<file path="src/rtl/dmacsr_pkg.sv">
package dmacsr_pkg;

    localparam int MAX_CH = 8;
    localparam int DATA_W = 32;
    localparam int ADDR_W = 8;

    localparam logic [ADDR_W-1:0] OFS_MODE  = 8'h00;
    localparam logic [ADDR_W-1:0] OFS_AUX0  = 8'h04;
    localparam logic [ADDR_W-1:0] OFS_IENST = 8'h08;
    localparam logic [ADDR_W-1:0] OFS_FLAGS = 8'h10;
    localparam logic [ADDR_W-1:0] OFS_AUX1  = 8'h14;

    localparam int NIB_W      = 4;
    localparam int START_LSB  = 8;
    localparam int ERR_LSB    = 8;
    localparam int STATE_LSB  = 16;

    typedef enum logic [1:0] {
        XFER_OFF    = 2'd0,
        XFER_LIST   = 2'd1,
        XFER_SINGLE = 2'd2,
        XFER_RSVD   = 2'd3
    } xfer_mode_e;

    typedef struct packed {
        xfer_mode_e mode;
        logic       to_dev;
    } chan_cfg_t;

    typedef struct packed {
        logic              we;
        logic [ADDR_W-1:0] addr;
        logic [DATA_W-1:0] wdata;
    } bus_wr_t;

    function automatic logic [NIB_W-1:0] pack_nibble(chan_cfg_t c);
        return {1'b0, c.to_dev, c.mode};
    endfunction

endpackage

</file>
<file path="src/rtl/csr_ctrl_regs.sv">
module csr_ctrl_regs
    import dmacsr_pkg::*;
#(
    parameter int NUM_CH = 8
) (
    input  logic                clk,
    input  logic                rst,
    input  bus_wr_t             wr,
    output chan_cfg_t           cfg_q [NUM_CH],
    output logic [NUM_CH-1:0]   ien_q,
    output logic [NUM_CH-1:0]   start_q,
    output logic [DATA_W-1:0]   aux0_q,
    output logic [DATA_W-1:0]   aux1_q
);

    logic mode_wr, ienst_wr;
    assign mode_wr  = wr.we && (wr.addr == OFS_MODE);
    assign ienst_wr = wr.we && (wr.addr == OFS_IENST);

    for (genvar c = 0; c < NUM_CH; c++) begin : g_ch
        always_ff @(posedge clk) begin
            if (rst) begin
                cfg_q[c]   <= '{mode: XFER_OFF, to_dev: 1'b0};
                ien_q[c]   <= 1'b0;
                start_q[c] <= 1'b0;
            end else begin
                if (mode_wr) begin
                    cfg_q[c].mode   <= xfer_mode_e'(wr.wdata[NIB_W*c +: 2]);
                    cfg_q[c].to_dev <= wr.wdata[NIB_W*c + 2];
                end
                if (ienst_wr) begin
                    ien_q[c] <= wr.wdata[c];
                end
                start_q[c] <= ienst_wr && wr.wdata[START_LSB + c];
            end
        end

        assert_start_origin_R4: assert property (@(posedge clk) disable iff (rst)
            start_q[c] |-> ($past(ienst_wr) && $past(wr.wdata[START_LSB + c])));

        assert_mode_stable_R2: assert property (@(posedge clk) disable iff (rst)
            (!$past(rst) && !$past(mode_wr)) |-> $stable(cfg_q[c]));
    end

    always_ff @(posedge clk) begin
        if (rst) begin
            aux0_q <= '0;
            aux1_q <= '0;
        end else if (wr.we) begin
            if (wr.addr == OFS_AUX0) aux0_q <= wr.wdata;
            if (wr.addr == OFS_AUX1) aux1_q <= wr.wdata;
        end
    end

endmodule

</file>
<file path="src/rtl/csr_status_flags.sv">
module csr_status_flags
    import dmacsr_pkg::*;
#(
    parameter int NUM_CH = 8
) (
    input  logic              clk,
    input  logic              rst,
    input  logic [NUM_CH-1:0] clr_irq,
    input  logic [NUM_CH-1:0] clr_err,
    input  logic [NUM_CH-1:0] ch_done,
    input  logic [NUM_CH-1:0] ch_err,
    output logic [NUM_CH-1:0] irq_flag,
    output logic [NUM_CH-1:0] err_flag
);

    for (genvar c = 0; c < NUM_CH; c++) begin : g_ch
        logic set_irq;
        assign set_irq = ch_done[c] | ch_err[c];

        always_ff @(posedge clk) begin
            if (rst) begin
                irq_flag[c] <= 1'b0;
                err_flag[c] <= 1'b0;
            end else begin
                if (set_irq)          irq_flag[c] <= 1'b1;
                else if (clr_irq[c])  irq_flag[c] <= 1'b0;
                if (ch_err[c])        err_flag[c] <= 1'b1;
                else if (clr_err[c])  err_flag[c] <= 1'b0;
            end
        end

        assert_set_priority_R8: assert property (@(posedge clk) disable iff (rst)
            (!$past(rst) && $past(ch_done[c] || ch_err[c])) |-> irq_flag[c]);

        assert_err_sets_irq_R6: assert property (@(posedge clk) disable iff (rst)
            $rose(err_flag[c]) |-> irq_flag[c]);

        assert_clear_R7: assert property (@(posedge clk) disable iff (rst)
            (!$past(rst) && $past(clr_irq[c] && !ch_done[c] && !ch_err[c]))
                |-> !irq_flag[c]);
    end

endmodule

</file>
<file path="src/rtl/csr_read_mux.sv">
module csr_read_mux
    import dmacsr_pkg::*;
#(
    parameter int NUM_CH = 8
) (
    input  logic [ADDR_W-1:0]   addr,
    input  chan_cfg_t           cfg_q [NUM_CH],
    input  logic [NUM_CH-1:0]   ien_q,
    input  logic [DATA_W-1:0]   aux0_q,
    input  logic [DATA_W-1:0]   aux1_q,
    input  logic [NUM_CH-1:0]   irq_flag,
    input  logic [NUM_CH-1:0]   err_flag,
    input  logic [2*NUM_CH-1:0] ch_state,
    output logic [DATA_W-1:0]   rdata
);

    logic [DATA_W-1:0] mode_word, ienst_word, flag_word;

    always_comb begin
        mode_word  = '0;
        ienst_word = '0;
        flag_word  = '0;
        for (int c = 0; c < NUM_CH; c++) begin
            mode_word[NIB_W*c +: NIB_W]   = pack_nibble(cfg_q[c]);
            ienst_word[c]                 = ien_q[c];
            flag_word[c]                  = irq_flag[c];
            flag_word[ERR_LSB + c]        = err_flag[c];
            flag_word[STATE_LSB + 2*c +: 2] = ch_state[2*c +: 2];
        end
    end

    always_comb begin
        unique case (addr)
            OFS_MODE:  rdata = mode_word;
            OFS_AUX0:  rdata = aux0_q;
            OFS_IENST: rdata = ienst_word;
            OFS_FLAGS: rdata = flag_word;
            OFS_AUX1:  rdata = aux1_q;
            default:   rdata = '0;
        endcase
    end

endmodule

</file>
<file path="src/rtl/dma_csr_bank.sv">
module dma_csr_bank
    import dmacsr_pkg::*;
#(
    parameter int NUM_CH = 8
) (
    input  logic                clk,
    input  logic                rst,
    input  logic                bus_we,
    input  logic [7:0]          bus_addr,
    input  logic [31:0]         bus_wdata,
    output logic [31:0]         bus_rdata,
    output logic [2*NUM_CH-1:0] ch_mode,
    output logic [NUM_CH-1:0]   ch_dir,
    output logic [NUM_CH-1:0]   ch_irq_en,
    output logic [NUM_CH-1:0]   ch_start,
    input  logic [NUM_CH-1:0]   ch_done,
    input  logic [NUM_CH-1:0]   ch_err,
    input  logic [2*NUM_CH-1:0] ch_state,
    output logic                irq
);

    bus_wr_t           wr;
    chan_cfg_t         cfg_q [NUM_CH];
    logic [NUM_CH-1:0] ien_q, start_q, irq_flag, err_flag, clr_irq, clr_err;
    logic [DATA_W-1:0] aux0_q, aux1_q;
    logic              flags_wr;

    assign wr       = '{we: bus_we, addr: bus_addr, wdata: bus_wdata};
    assign flags_wr = bus_we && (bus_addr == OFS_FLAGS);
    assign clr_irq  = flags_wr ? bus_wdata[NUM_CH-1:0] : '0;
    assign clr_err  = flags_wr ? bus_wdata[ERR_LSB +: NUM_CH] : '0;

    csr_ctrl_regs #(.NUM_CH(NUM_CH)) u_ctrl (
        .clk(clk), .rst(rst), .wr(wr), .cfg_q(cfg_q), .ien_q(ien_q),
        .start_q(start_q), .aux0_q(aux0_q), .aux1_q(aux1_q)
    );

    csr_status_flags #(.NUM_CH(NUM_CH)) u_flags (
        .clk(clk), .rst(rst), .clr_irq(clr_irq), .clr_err(clr_err),
        .ch_done(ch_done), .ch_err(ch_err),
        .irq_flag(irq_flag), .err_flag(err_flag)
    );

    csr_read_mux #(.NUM_CH(NUM_CH)) u_rmux (
        .addr(bus_addr), .cfg_q(cfg_q), .ien_q(ien_q), .aux0_q(aux0_q),
        .aux1_q(aux1_q), .irq_flag(irq_flag), .err_flag(err_flag),
        .ch_state(ch_state), .rdata(bus_rdata)
    );

    for (genvar c = 0; c < NUM_CH; c++) begin : g_out
        assign ch_mode[2*c +: 2] = cfg_q[c].mode;
        assign ch_dir[c]         = cfg_q[c].to_dev;
    end

    assign ch_irq_en = ien_q;
    assign ch_start  = start_q;
    assign irq       = |(irq_flag & ien_q);

    assert_irq_source_R10: assert property (@(posedge clk) disable iff (rst)
        irq |-> ((|irq_flag) && (|ch_irq_en)));

    initial begin
        assert_ch_count_R2: assert (NUM_CH >= 1 && NUM_CH <= MAX_CH);
    end

endmodule

</file>
<file path="config.mk">
export PLATFORM = sky130hd
export DESIGN_NAME = dma_csr_bank
export DESIGN_NICKNAME = d
export VERILOG_FILES = /design/src/rtl/dmacsr_pkg.sv /design/src/rtl/csr_ctrl_regs.sv /design/src/rtl/csr_status_flags.sv /design/src/rtl/csr_read_mux.sv /design/src/rtl/dma_csr_bank.sv
export SDC_FILE = /design/constraint.sdc
export NUM_CORES = 1
export LEC_CHECK = 0
export CORE_MARGIN = 5
export CORE_UTILIZATION = 30
export DETAILED_ROUTE_END_ITERATION = 6
export SYNTH_ARGS = -nofsm -noshare
export SYNTH_HDL_FRONTEND = slang
export SYNTH_HIERARCHICAL = 1
export SYNTH_SLANG_ARGS = --single-unit
</file>
<file path="constraint.sdc">
create_clock -name clk -period 2.3 [get_ports clk]
set_input_delay 0.46 -clock clk [delete_from_list [all_inputs] [get_ports clk]]
set_output_delay 0.46 -clock clk [all_outputs]
set_load 0.03 [all_outputs]
</file>
==> results of run 1 <==
cell families (layout without fill, tap and decap cells):
group,Yosys count,count (layout)
flops,120,120
compound gates,42,42
buf+inv,53,241
simple gates,248,248
mux,134,134
power by group through the flow:
stage / Clock, µW / Sequential [µW] / Combinational (µW)
2_1_floorplan: 0 / 2160 / 263
3_5_place_dp: 0 / 2160 / 514
5_1_grt: 3030 / 2120 / 557
3_3_place_gp: 0 / 2160 / 514
6_report: 2870 / 2120 / 518
4_1_cts: 2940 / 2120 / 522
repair_timing:
| action | in CTS | in global routing |
|---|---|---|
| cloned | 1 | 0 |
| setup buffers | 2 | 0 |
| gates resized for setup | 36 | 0 |
| setup endpoints to repair | 33 | 3 |
| pin swaps | 2 | 1 |
stage by stage:
step | area [µm²] | hold WS, ns | worst slack [ns]
2_1_floorplan | 6250 | 0.444 | 0.0909
3_3_place_gp | 8280 | 0.455 | -0.225
3_5_place_dp | 8280 | 0.463 | -0.190
4_1_cts | 9050 | 0.440 | 0.0420
5_1_grt | 9050 | 0.461 | -0.0151
6_report | 9050 | 0.459 | 0.0580
worst max-delay path, stage by stage:
cell and delay [ns]:
sky130_fd_sc_hd__buf_2 0.10, sky130_fd_sc_hd__buf_12 0.15, sky130_fd_sc_hd__buf_4 0.22, sky130_fd_sc_hd__mux4_2 0.51
sky130_fd_sc_hd__nor2b_2 0.17, sky130_fd_sc_hd__buf_4 0.16
cell usage after synthesis (all sizes together):
library cell,number,area share [%]
nand2b,160,16
dfxtp,120,38
mux2i,96,15
buf,26,3.7
a21oi,22,2.4
nor2b,21,2.1
mux2,20,3.7
clkbuf,19,1.2
mux4,18,6.5
nor2,17,1.0
nor4,17,2.9
a22oi,16,1.9
nor3b,10,1.4
nand2,9,0.54
inv,8,0.48
a211oi,2,0.24
a221oi,2,0.28
nand3,2,0.32
nand3b,2,0.24
nand4,2,0.30
nor3,2,0.16
or2,2,0.20
and3,1,0.12
and4,1,0.14
nand4bb,1,0.18
nor4b,1,0.24
layout make-up:
cell class | instances | area [µm²] | share of cell area, %
Tap cell | 270 | 338 | 3.73
Inverter | 8 | 30.0 | 0.332
Timing Repair Buffer | 202 | 2050 | 22.6
Clock inverter | 7 | 140 | 1.55
Multi-Input combinational cell | 424 | 3600 | 39.8
Clock buffer | 24 | 492 | 5.43
Sequential cell | 120 | 2400 | 26.5
worst min path at each step:
stage                                           startpoint                               end  slack [ns]  cells past startpoint
final                                                  rst  u_flags/err_flag[4]$_SDFFE_PP0P_        0.46                      2
after global placement      u_ctrl/aux1_q[30]$_SDFFE_PP0P_    u_ctrl/aux1_q[30]$_SDFFE_PP0P_        0.46                      2
after floorplan           u_flags/err_flag[2]$_SDFFE_PP0P_  u_flags/err_flag[2]$_SDFFE_PP0P_        0.44                      2
after detailed placement    u_ctrl/aux0_q[13]$_SDFFE_PP0P_    u_ctrl/aux0_q[13]$_SDFFE_PP0P_        0.46                      2
after global routing                                   rst  u_flags/err_flag[4]$_SDFFE_PP0P_        0.46                      2
after CTS                                              rst  u_flags/err_flag[4]$_SDFFE_PP0P_        0.44                      2
layer usage:
metal,GRT usage [%],wire (µm),share of wire (%)
met1,21.2,9070,49
met3,4.58,950,5.1
met5,0,0,0
met2,24.5,8470,45
met4,3.28,139,0.75
state kept, by name, indices dropped and copies added, names as in the netlist:
name,cells
u_flags/irq_flag,8
u_ctrl/aux0_q,32
u_ctrl/start_q,8
u_ctrl/cfg_q,24
u_ctrl/aux1_q,32
u_flags/err_flag,8
u_ctrl/ien_q,8
==> flow_results.org, run 1 <==
** Timing
- The number of hold violations in the final report came to 0.
- Max frequency :: 0.446 GHz
- Number of endpoints failing setup at the final stage :: 0
- Clock skew on the completed layout was measured at 0 ns.
- Part of the cycle the worst path needs :: 97.5%
- Final setup TNS :: 0 ns
- Setup repair after global routing missed its margin :: true
- Slew Viols, Final :: 0
- In this run the tightest slew margin relative to its limit is 72.6%.
- Clock period minus final worst setup slack :: 2.24 ns
- Worst Max-Slew Pin Slew :: 0.411 ns

** GRT
- GR Overflow Total :: 0
- Entering global routing, the biggest net connects 41 pins.
- Number of global-route vias before repair :: 5,104
- For this run, the total global-route usage over all layers was measured as 15.5%.
- Antenna violations before repair :: 0
- The first global-routing pass estimated 29,200 µm of wire.

** Power
- Total power for the finished layout comes to 5510 µW.
- Comb power frac :: 9.4%
- Sw Pwr :: 1200 µW
- Net switching share of the total power :: 21.7%
- PD cells :: 609 nW/µm²
- Static leakage :: 0.00364 µW
- Fraction of power consumed by sequential logic :: 38.5%
- Clock network power share :: 52.1%
- The internal power of the cells totals 4310 µW.
- Worst voltage drop across the vdd grid :: 0.421 mV

** Synth
- Cells after synthesis :: 597
- Sequential share of the synthesized area :: 38.4%
- Number of library cell types mapped by synthesis :: 37
- Mux share of post-synthesis cell area :: 25.6%
- Mean instance size in the synthesized netlist :: 10.5 µm²
- Post-Syn Nets :: 672
- Compound-cell area share of the yosys netlist :: 4.80%
- Counting flops and latches in the post-synthesis netlist gives 120.
- After Yosys synthesis, XOR and XNOR cells account for 0% of the synthesized area.
- Adder-cell share of the synthesized area :: 0%
- By area, the combinational part of the netlist is dominated by simple AND/OR/NAND/NOR gates.
- Of the total synthesized cell area, the portion taken by AND, OR, NAND and NOR gates is 25.9%.
- The mapped netlist covers 6250 µm².
- The Yosys step of the flow raised 6 warnings.

** Die
- In this run the core area contains 52 standard-cell rows.
- IO Count :: 148
- The region available for standard cell placement spans 20,400 µm².
- The die is 154 µm wide.
- Die outline area :: 23,800 µm²
- Die height :: 154 µm
- Initial cell density of the core :: 30.7%

** Critical path
- Worst-path fanout max :: 12
- By startpoint and endpoint, the worst setup path is classified as primary input to primary output.
- Data on the critical path is required at its endpoint by 1.84 ns.
- Data arrives at the worst endpoint at 1.78 ns.
- Worst reg2reg endpoint :: u_ctrl/ien_q[6]$_SDFFE_PP0P_
- Timing startpoint of the critical path :: bus_addr[2]
- The setup check on the worst reg-to-reg path leaves a slack of 1.57 ns.
- Category of the worst setup path launch point :: primary input
- Endpoint of the most critical setup path :: bus_rdata[30]
- The worst setup path is captured at a primary output.
- For the worst flop-to-flop path, the logic depth is 3.
- The worst register-to-register path begins at u_ctrl/ien_q[6]$_SDFFE_PP0P_.

** Final layout
- Layout filler cell count :: 1,949
- Compared with the post-synthesis result, the final layout area differs by 44.8%.
- Share of cells above drive strength 1 :: 25.7%
- Commonest non-fill, non-tap cell in the layout :: sky130_fd_sc_hd__nand2b_1
- The library cells used most frequently in the layout, excluding fill and tap cells, are sky130_fd_sc_hd__nand2b_1 (160), sky130_fd_sc_hd__dfxtp_1 (120), sky130_fd_sc_hd__clkdlybuf4s50_1 (106).
- For this run, the share of the core covered by cells in the final layout is 44.5%.
- The finished layout holds 1,055 standard cells, fillers aside.
- For this run, the post-layout net count is 848.
- Final antenna diode count :: 0

** Drt
- Total number of vias :: 4,911
- Antenna Violating Nets Remaining :: 0
- Post-route DRC :: 0
- Detailed Routing Iterations Pass 1 :: 5
- After detailed routing, the average wire length per cell comes to 17.7 µm.
- Total wire length :: 18,600 µm
- Initial detailed-routing violation count :: 208
- In the routed layout, each cell is associated on average with a via count of 4.65.

** Placed design
- Detailed placement ended at an HPWL of 13,600 µm.
- Number of cells after detailed placement :: 1,021
- The congestion estimate from routability-driven global placement came to 0.756.
- In this run the tool buffered the top-level ports with 147 buffer cells.

** Clock tree
- CTS tree :: built
- TritonCTS created 17 clock buffers.
- Root Buffer Master :: sky130_fd_sc_hd__clkbuf_16
- Clock latency on the worst-skew pair, taken at its later pin, is 0.41 ns.
- Count of hold-fix buffers inserted at cts :: 0
- No sink is reached through more buffers than the 2 on the longest clock path.
- The H-tree was split into 4 levels.
- Clock-pin slew was measured on the worst setup and hold paths at 0.05 ns.
- Clock tree synthesis found a total of 120 sinks.

** Flow run
- The tool flagged a number of max-cap violations equal to 0.

** Min path
- Worst min-delay path class :: primary input to flip-flop

** Run status
- Result of the run :: completed
(Power assumes the default switching activity.)
==> run 2: changes to the inputs <==
--- a/config.mk
+++ b/config.mk
@@ -8,6 +8,7 @@
 export CORE_MARGIN = 5
 export CORE_UTILIZATION = 30
 export DETAILED_ROUTE_END_ITERATION = 6
+export PLACE_DENSITY_LB_ADDON = 0.08
 export SYNTH_ARGS = -nofsm -noshare
 export SYNTH_HDL_FRONTEND = slang
 export SYNTH_HIERARCHICAL = 1
==> run 2 against run 1 <==
Against the previous run:
- worst hold slack lost 0.041 ns
- non-clock buffer count shrank 13
- fmax shrank 0.41%
- via count grew 0.51%
- clock power shrank 8.7%
- first-iteration DRC count shrank 28%
- highest routed layer unchanged
==> flow_results.org, run 2 (same netlist as run 1, synthesis figures left out) <==
** Run status
- The flow ran to the end, and the final reports show no timing, DRC or antenna violations.

** Die
- The floorplan has 52 rows.
- The core region is 20,400 µm².
- The die covers 23,800 µm².
- Once the floorplan was initialized, standard cells occupied 30.7% of the core.
- IO Count :: 148
- Die height :: 154 µm
- In this run the horizontal extent of the chip is 154 µm.

** Drt
- The first TritonRoute pass finished after 4 iterations.
- In this run the remaining antenna-violating nets after routing total 0.
- Post-route DRC :: 0
- In this run, the number of DRC markers left after iteration 0 of detailed routing was 149.
- Total number of vias :: 4,936
- Total wire length :: 19,100 µm
- Dividing the detail-routed via count by the number of cells gives 4.73.
- Dividing the detail-routed wire length by the instance count gives 18.3 µm.

** Clock tree
- Count of hold-fix buffers inserted at cts :: 0
- Clk buf depth :: 2
- Insertion delay of the later-clocked pin in the worst-skew pair :: 0.41 ns
- Root Buffer Master :: sky130_fd_sc_hd__clkbuf_16
- Counting every sink on the clock net gives 120.
- Clock-pin slew was measured on the worst setup and hold paths at 0.06 ns.
- Number of H-tree branching levels :: 4
- CTS tree :: built
- Clock tree synthesis inserted a total of 17 buffers.

** Flow run
- Max-cap viol count :: 0

** Final layout
- The number of antenna diodes in the final layout is 0.
- The largest registers in the layout are u_ctrl/aux0_q (32), u_ctrl/aux1_q (32), u_ctrl/cfg_q (24).
- The final layout contains 835 nets.
- Layout filler cell count :: 1,984
- Utilization after layout :: 43.5%
- Most frequent cells in the layout :: sky130_fd_sc_hd__nand2b_1 (160), sky130_fd_sc_hd__dfxtp_1 (120), sky130_fd_sc_hd__clkdlybuf4s50_1 (105)
- Of the cells placed in the final design, the portion with a size suffix greater than 1 is 23.0%.
- The library cell used most frequently in the layout, excluding fill and tap cells, is sky130_fd_sc_hd__nand2b_1.
- From synthesis to final layout, the design area changed by 41.6%.
- Leaving out filler cells and counting taps, the final layout contains 1,043.

** Min path
- Worst min-delay path class :: primary input to flip-flop

** GRT
- For this run the aggregate overflow at the end of global routing stands at 0.
- Entering global routing, the biggest net connects 59 pins.
- Number of global-route vias before repair :: 5,291
- The first global-routing pass estimated 30,400 µm of wire.
- Total routing usage reported by global routing :: 16.2%
- Antenna violations before repair :: 0

** Placed design
- Number of cells after detailed placement :: 1,009
- Input/output buffers :: 147
- The congestion estimate from routability-driven global placement came to 0.788.
- DPL Wire Length :: 13,600 µm

** Timing
- Hold WS :: 0.417 ns
- Slew Viols, Final :: 0
- Hold violation total from the final report :: 0
- Number of endpoints failing setup at the final stage :: 0
- Setup repair after global routing missed its margin :: false
- Counting I/O delays and the setup requirement, the final critical path takes 2.25 ns.
- On the final layout, the worst clock skew is 0 ns.
- At the pin with the least slew margin, the transition time is 0.391 ns.
- Based on the critical path, the design can be clocked at up to 0.444 GHz.
- Part of the cycle the worst path needs :: 97.9%
- Measured against its own limit, the worst slew margin works out to 73.9%.

** Critical path
- Across all register-to-register paths, the minimum setup slack is 1.59 ns.
- Required time worst endpoint :: 1.84 ns
- For the worst setup path, the data arrival time is 1.79 ns.
- Category of the worst setup path launch point :: primary input
- Endpoint type of the worst setup path :: primary output
- Worst reg2reg endpoint :: u_ctrl/ien_q[6]$_SDFFE_PP0P_
- Endpoint of the most critical setup path :: bus_rdata[11]
- Along the worst path, the maximum fanout reaches 9.
- In this run the worst setup path begins at bus_addr[2].
- The number of cells on the worst reg-to-reg path is 2.
- The critical path in this run is classified as primary input to primary output.
- RR Startpoint :: u_ctrl/ien_q[6]$_SDFFE_PP0P_

** Power
- Total power :: 5250 µW
- Worst voltage drop across the vdd grid :: 0.464 mV
- PD cells :: 593 nW/µm²
- Static leakage :: 0.00358 µW
## run 2: cell types whose count changed in the layout (fill, tap and decap cells not counted), moves of 3 or more
cell / delta
sky130_fd_sc_hd__buf_6: -4
sky130_fd_sc_hd__buf_4: -11
sky130_fd_sc_hd__nor2b_1: +7
sky130_fd_sc_hd__clkinv_2: +3
sky130_fd_sc_hd__nor2b_4: -5
sky130_fd_sc_hd__clkinvlp_4: +3
## run 2: power by group
part | leakage (µW) | total (µW) | switching, µW | internal (µW)
clock network | 0.000274 | 2620 | 975 | 1640
logic | 0.00233 | 512 | 229 | 283
registers | 0.000972 | 2120 | 17.4 | 2100
total | 0.00358 | 5250 | 1220 | 4030
## run 2: worst min path at each step
stage | startpoint | slack [ns] | endpoint | cells past startpoint
floorplan | u_flags/err_flag[2]$_SDFFE_PP0P_ | 0.44 | u_flags/err_flag[2]$_SDFFE_PP0P_ | 2
global placement | u_ctrl/aux0_q[12]$_SDFFE_PP0P_ | 0.46 | u_ctrl/aux0_q[12]$_SDFFE_PP0P_ | 2
detailed placement | u_flags/err_flag[3]$_SDFFE_PP0P_ | 0.46 | u_flags/err_flag[3]$_SDFFE_PP0P_ | 2
CTS | rst | 0.39 | u_flags/irq_flag[5]$_SDFFE_PP0P_ | 2
global route | rst | 0.42 | u_flags/irq_flag[1]$_SDFFE_PP0P_ | 2
finish | rst | 0.42 | u_flags/err_flag[1]$_SDFFE_PP0P_ | 2
## run 2: final cells by class
cell class	count	area, µm²	area share, %
tap	270	338	3.82
sequential	120	2400	27.1
multi-input combinational	424	3530	39.9
timing repair buffer	189	1970	22.3
clock inverter	12	126	1.43
clock buffer	20	457	5.16
inverter	8	30.0	0.339
## run 2: through the flow
step | setup slack [ns] | TNS [ns] | instance area, µm²
after global placement | -0.213 | -5.26 | 8220
after detailed placement | -0.201 | -4.45 | 8220
final | 0.0489 | 0 | 8850
after CTS | 0.0124 | 0 | 8850
after floorplan | 0.0909 | 0 | 6250
after global routing | 0.00212 | 0 | 8850
## run 2: what timing repair did
action,4_1_cts,5_1_grt
gates resized for setup,11,2
setup buffers,1,0
endpoints found under the setup margin,32,7
pin swaps,3,0
cloned,1,0
## run 2: worst max-delay path, cell delays in order
cell	delay (ns)
sky130_fd_sc_hd__clkbuf_4	0.22
sky130_fd_sc_hd__buf_12	0.18
sky130_fd_sc_hd__mux2_2	0.35
sky130_fd_sc_hd__a22oi_1	0.32
sky130_fd_sc_hd__nor2_2	0.09
sky130_fd_sc_hd__buf_12	0.15
## run 2: layer usage
layer / vias up / share of wire, % / global-route usage [%] / wire length, µm
met4: 0 / 1.0 / 4.46 / 200
met3: 16 / 4.9 / 4.25 / 944
li1: 2393 / - / - / -
met2: 125 / 47 / 26.3 / 8980
met1: 2402 / 47 / 21.3 / 8950
met5: - / 0 / 0 / 0
==> run 3: changes to the inputs <==
--- a/config.mk
+++ b/config.mk
@@ -5,6 +5,7 @@
 export SDC_FILE = /design/constraint.sdc
 export NUM_CORES = 1
 export LEC_CHECK = 0
+export ABC_AREA = 1
 export CORE_MARGIN = 5
 export CORE_UTILIZATION = 30
 export DETAILED_ROUTE_END_ITERATION = 6
==> run 3 against run 2 <==
Against the previous run:
- fmax is 4.0% higher
- clock skew unchanged
- core utilization about the same
- non-clock buffer count up 17
- highest routed layer unchanged
- clock power is 15% higher
- critical path depth up 6
- routed wire length grew 15%
- final cell count increased by 43%
==> flow_results.org, run 3 <==
** Run status
- Result of the run :: completed

** Die
- The floorplan step defined a core boundary enclosing 21,800 µm².
- Initial cell density of the core :: 30.4%
- The die is 158 µm wide.
- Die outline area :: 25,100 µm²
- Standard-cell row count :: 54
- In this run the vertical extent of the chip is 158 µm.
- IO Count :: 148

** Power
- Clock network power share :: 53.8%
- Net switching share of the total power :: 22.5%
- PD cells :: 591 nW/µm²
- Static leakage :: 0.00416 µW
- Worst voltage drop across the vdd grid :: 0.408 mV
- The analysis attributes to net switching a power of 1260 µW.
- Fraction of power consumed by sequential logic :: 38.0%
- Total power :: 5590 µW
- Comb power frac :: 8.2%
- Cell internal power was estimated by the tool at 4330 µW.

** Synth
- By count the netlist is led by sky130_fd_sc_hd__nand2_1 (238), sky130_fd_sc_hd__nor2_1 (199), sky130_fd_sc_hd__inv_1 (179), sky130_fd_sc_hd__dfxtp_1 (120), sky130_fd_sc_hd__nand3_1 (102).
- When the netlist entered floorplanning its net count stood at 1,105.
- Most used flip-flop cell after synthesis :: sky130_fd_sc_hd__dfxtp_1
- Cell type with the largest total area after synthesis :: sky130_fd_sc_hd__dfxtp_1
- The synthesized netlist contains 31 unique library cells.
- Post-synth EDFFs :: 0
- The top cell type by area accounts for 36.4% of the synthesized area.
- Ranked by total cell area, the synthesized netlist is headed by sky130_fd_sc_hd__dfxtp_1 (36%), sky130_fd_sc_hd__nand2_1 (14%), sky130_fd_sc_hd__nor2_1 (11%).
- Netlist area before placement :: 6610 µm²
- Mean instance size in the synthesized netlist :: 6.41 µm²
- The cell count after synthesis came out at 1,030.
- Most numerous cell in the Yosys netlist :: sky130_fd_sc_hd__nand2_1
- After synthesis the netlist holds a flip-flop and latch count of 120.
- Count of synthesis-stage warnings from yosys :: 6
- Fraction of registers with async set or reset after synthesis :: 0%
- For this run, the register share of the synthesized area comes to 36.4%.

** Critical path
- The kind of cell with the highest combined delay along the critical path is buffers and inverters.
- Cells along the critical path :: buf_2, nor2_2, nand2_2, buf_6, nor2_4, buf_12, buf_12, nand2_1, o21ai_0, inv_1, nand2_1, buf_4
- Endpoint type of the worst setup path :: primary output
- Critical path data arrival time :: 1.70 ns
- STA classifies the critical path startpoint as a primary input.
- Largest stage delay on the critical path :: 0.15 ns
- Worst-path fanout max :: 8
- The largest individual stage delay along the critical path comes from the cell sky130_fd_sc_hd__buf_12.
- Path type of the worst setup path :: primary input to primary output
- For the worst setup path, the data required time is 1.84 ns.
- The number of buffers and inverters on the critical path is 6.

** Clock tree
- Insertion delay of the later-clocked pin in the worst-skew pair :: 0.40 ns
- Clock-pin slew on the worst setup and hold paths :: 0.06 ns
- CTS tree :: built
- Clock tree synthesis found a total of 120 sinks.
- Number of H-tree branching levels :: 4
- The number of clock buffers added by TritonCTS is 17.
- The clock passes through at most 2 buffers.
- Root Buffer Master :: sky130_fd_sc_hd__clkbuf_16

** Placed design
- DPL Wire Length :: 15,800 µm
- Routability-driven placement finished with a final weighted congestion of 0.787.
- OpenSTA, run right after detailed placement, puts the worst setup slack at -0.275 ns.
- Input/output buffers :: 147

** Final layout
- Biggest regs :: u_ctrl/aux0_q (32), u_ctrl/aux1_q (32), u_ctrl/cfg_q (24)
- In the final layout, the share of cells above drive strength 1 is 18.1%.
- Leaving out fill and tap cells, the most frequent cell in the layout is sky130_fd_sc_hd__nand2_1.
- Net count of the finished layout :: 1,276
- The number of antenna diodes in the final layout is 0.
- Relative to the synthesized area, the layout overhead comes to 43.4%.
- Leaving out fill and tap cells, the most frequent cells in the layout are sky130_fd_sc_hd__nand2_1 (230), sky130_fd_sc_hd__nor2_1 (194), sky130_fd_sc_hd__inv_1 (176).

** Drt
- The first TritonRoute pass finished after 4 iterations.
- Final routed wire length divided by cell count :: 14.7 µm
- Vias per inst :: 4.33
- Antenna Violating Nets Remaining :: 0
- Post-route DRC :: 0
- Total wire length :: 21,900 µm
- Initial detailed-routing violation count :: 293
- Total number of vias :: 6,461

** Timing
- The number of pins with negative max-slew slack in the final report was 0.
- Measured against its own limit, the worst slew margin works out to 76.6%.
- Max frequency :: 0.462 GHz
- Setup Skew :: 0 ns
- Hold violation total from the final report :: 0
- Setup repair after global routing left no endpoint under its margin.
- After layout, the minimum clock period comes to 2.16 ns.
- Part of the cycle the worst path needs :: 94.1%
- For the pin with the worst max-slew slack, the measured transition is 0.351 ns.
- Worst Slack Setup Final :: 0.135 ns
- Number of endpoints failing setup at the final stage :: 0

** GRT
- The first global-routing pass estimated 34,100 µm of wire.
- GR Overflow Total :: 0
- The initial antenna violation count is 0.
- Number of global-route vias before repair :: 6,133
- Entering global routing, the biggest net connects 47 pins.
- Total routing usage reported by global routing :: 17.6%

** Flow run
- Max-cap violations in this run came to 0.

** Min path
- The worst hold path belongs to the class flip-flop to flip-flop.
run 3: cell types whose count changed after synthesis, moves of 21 or more:
cell                       change
sky130_fd_sc_hd__inv_1       +171
sky130_fd_sc_hd__mux2i_1      -96
sky130_fd_sc_hd__nand2_1     +229
sky130_fd_sc_hd__nand2b_1    -160
sky130_fd_sc_hd__nand3_1     +102
sky130_fd_sc_hd__nor2_1      +182
sky130_fd_sc_hd__nor2_2       +29
sky130_fd_sc_hd__nor2b_1      -21
sky130_fd_sc_hd__o21ai_1      +25
run 3: kinds of logic after synthesis:
family                 count (synthesis)  share of synthesized area [%]
buffers and inverters                238                           17.0
AO/OA/AOI/OAI                         58                           5.08
AND/OR/NAND/NOR                      614                           41.6
flip-flops                           120                           36.4
run 3: metal layers:
metal | up-vias | routed length, µm | global-route usage, %
li1 | 3434 | - | -
met1 | 2846 | 11000 | 25.3
met2 | 168 | 9550 | 27.2
met3 | 13 | 1180 | 3.53
met4 | 0 | 206 | 4.31
met5 | - | 0 | 0
run 3: cell type report:
cell class / instances / area (µm²)
Clock inverter: 13 / 226
Timing Repair Buffer: 206 / 2220
Sequential cell: 120 / 2400
Multi-Input combinational cell: 672 / 3140
Clock buffer: 18 / 429
Fill cell: 2344 / 12300
Tap cell: 280 / 350
Inverter: 184 / 698
run 3: power by group through the flow:
stage	Clock [µW]	Sequential, µW	Combinational [µW]
6_report	3010	2120	457
2_1_floorplan	0	2160	216
3_5_place_dp	0	2170	458
3_3_place_gp	0	2170	459
5_1_grt	3200	2130	502
4_1_cts	3100	2120	462
run 3: timing repair:
item,in CTS,in global routing
buffers inserted,6,1
gates resized for setup,49,21
endpoints found under the setup margin,32,32
pin swaps,10,10
hold buffers,0,0
gates cloned,2,0
run 3: worst paths after layout:
kind | start | endpoint | cells past startpoint | slack [ns]
worst max-delay path | bus_addr[5] | bus_rdata[30] | 12 | 0.14
worst min-delay path | u_ctrl/aux0_q[10]$_SDFFE_PP0P_ | u_ctrl/aux0_q[10]$_SDFFE_PP0P_ | 2 | 0.47
worst max register to register | u_flags/irq_flag[5]$_SDFFE_PP0P_ | u_flags/irq_flag[5]$_SDFFE_PP0P_ | 3 | 1.58
worst min register to register | u_ctrl/aux0_q[10]$_SDFFE_PP0P_ | u_ctrl/aux0_q[10]$_SDFFE_PP0P_ | 2 | 0.47
run 3: worst reg2reg max path: stages (launching register included):
cell,delay [ns]
sky130_fd_sc_hd__dfxtp_1,0.35
sky130_fd_sc_hd__buf_4,0.14
sky130_fd_sc_hd__nand2_1,0.06
sky130_fd_sc_hd__a21oi_2,0.11
run 3: metrics by stage:
stage / cells / cell area, µm² / hold slack [ns] / utilization (%) / setup TNS, ns
global route: 1493 / 9470 / 0.483 / 43.5 / 0
finish: 1493 / 9470 / 0.467 / 43.5 / 0
detailed placement: 1454 / 8640 / 0.457 / 39.7 / -6.89
floorplan: 1030 / 6610 / 0.436 / - / 0
CTS: 1493 / 9490 / 0.470 / 43.6 / 0
global placement: 1454 / 8640 / 0.451 / 39.7 / -6.64
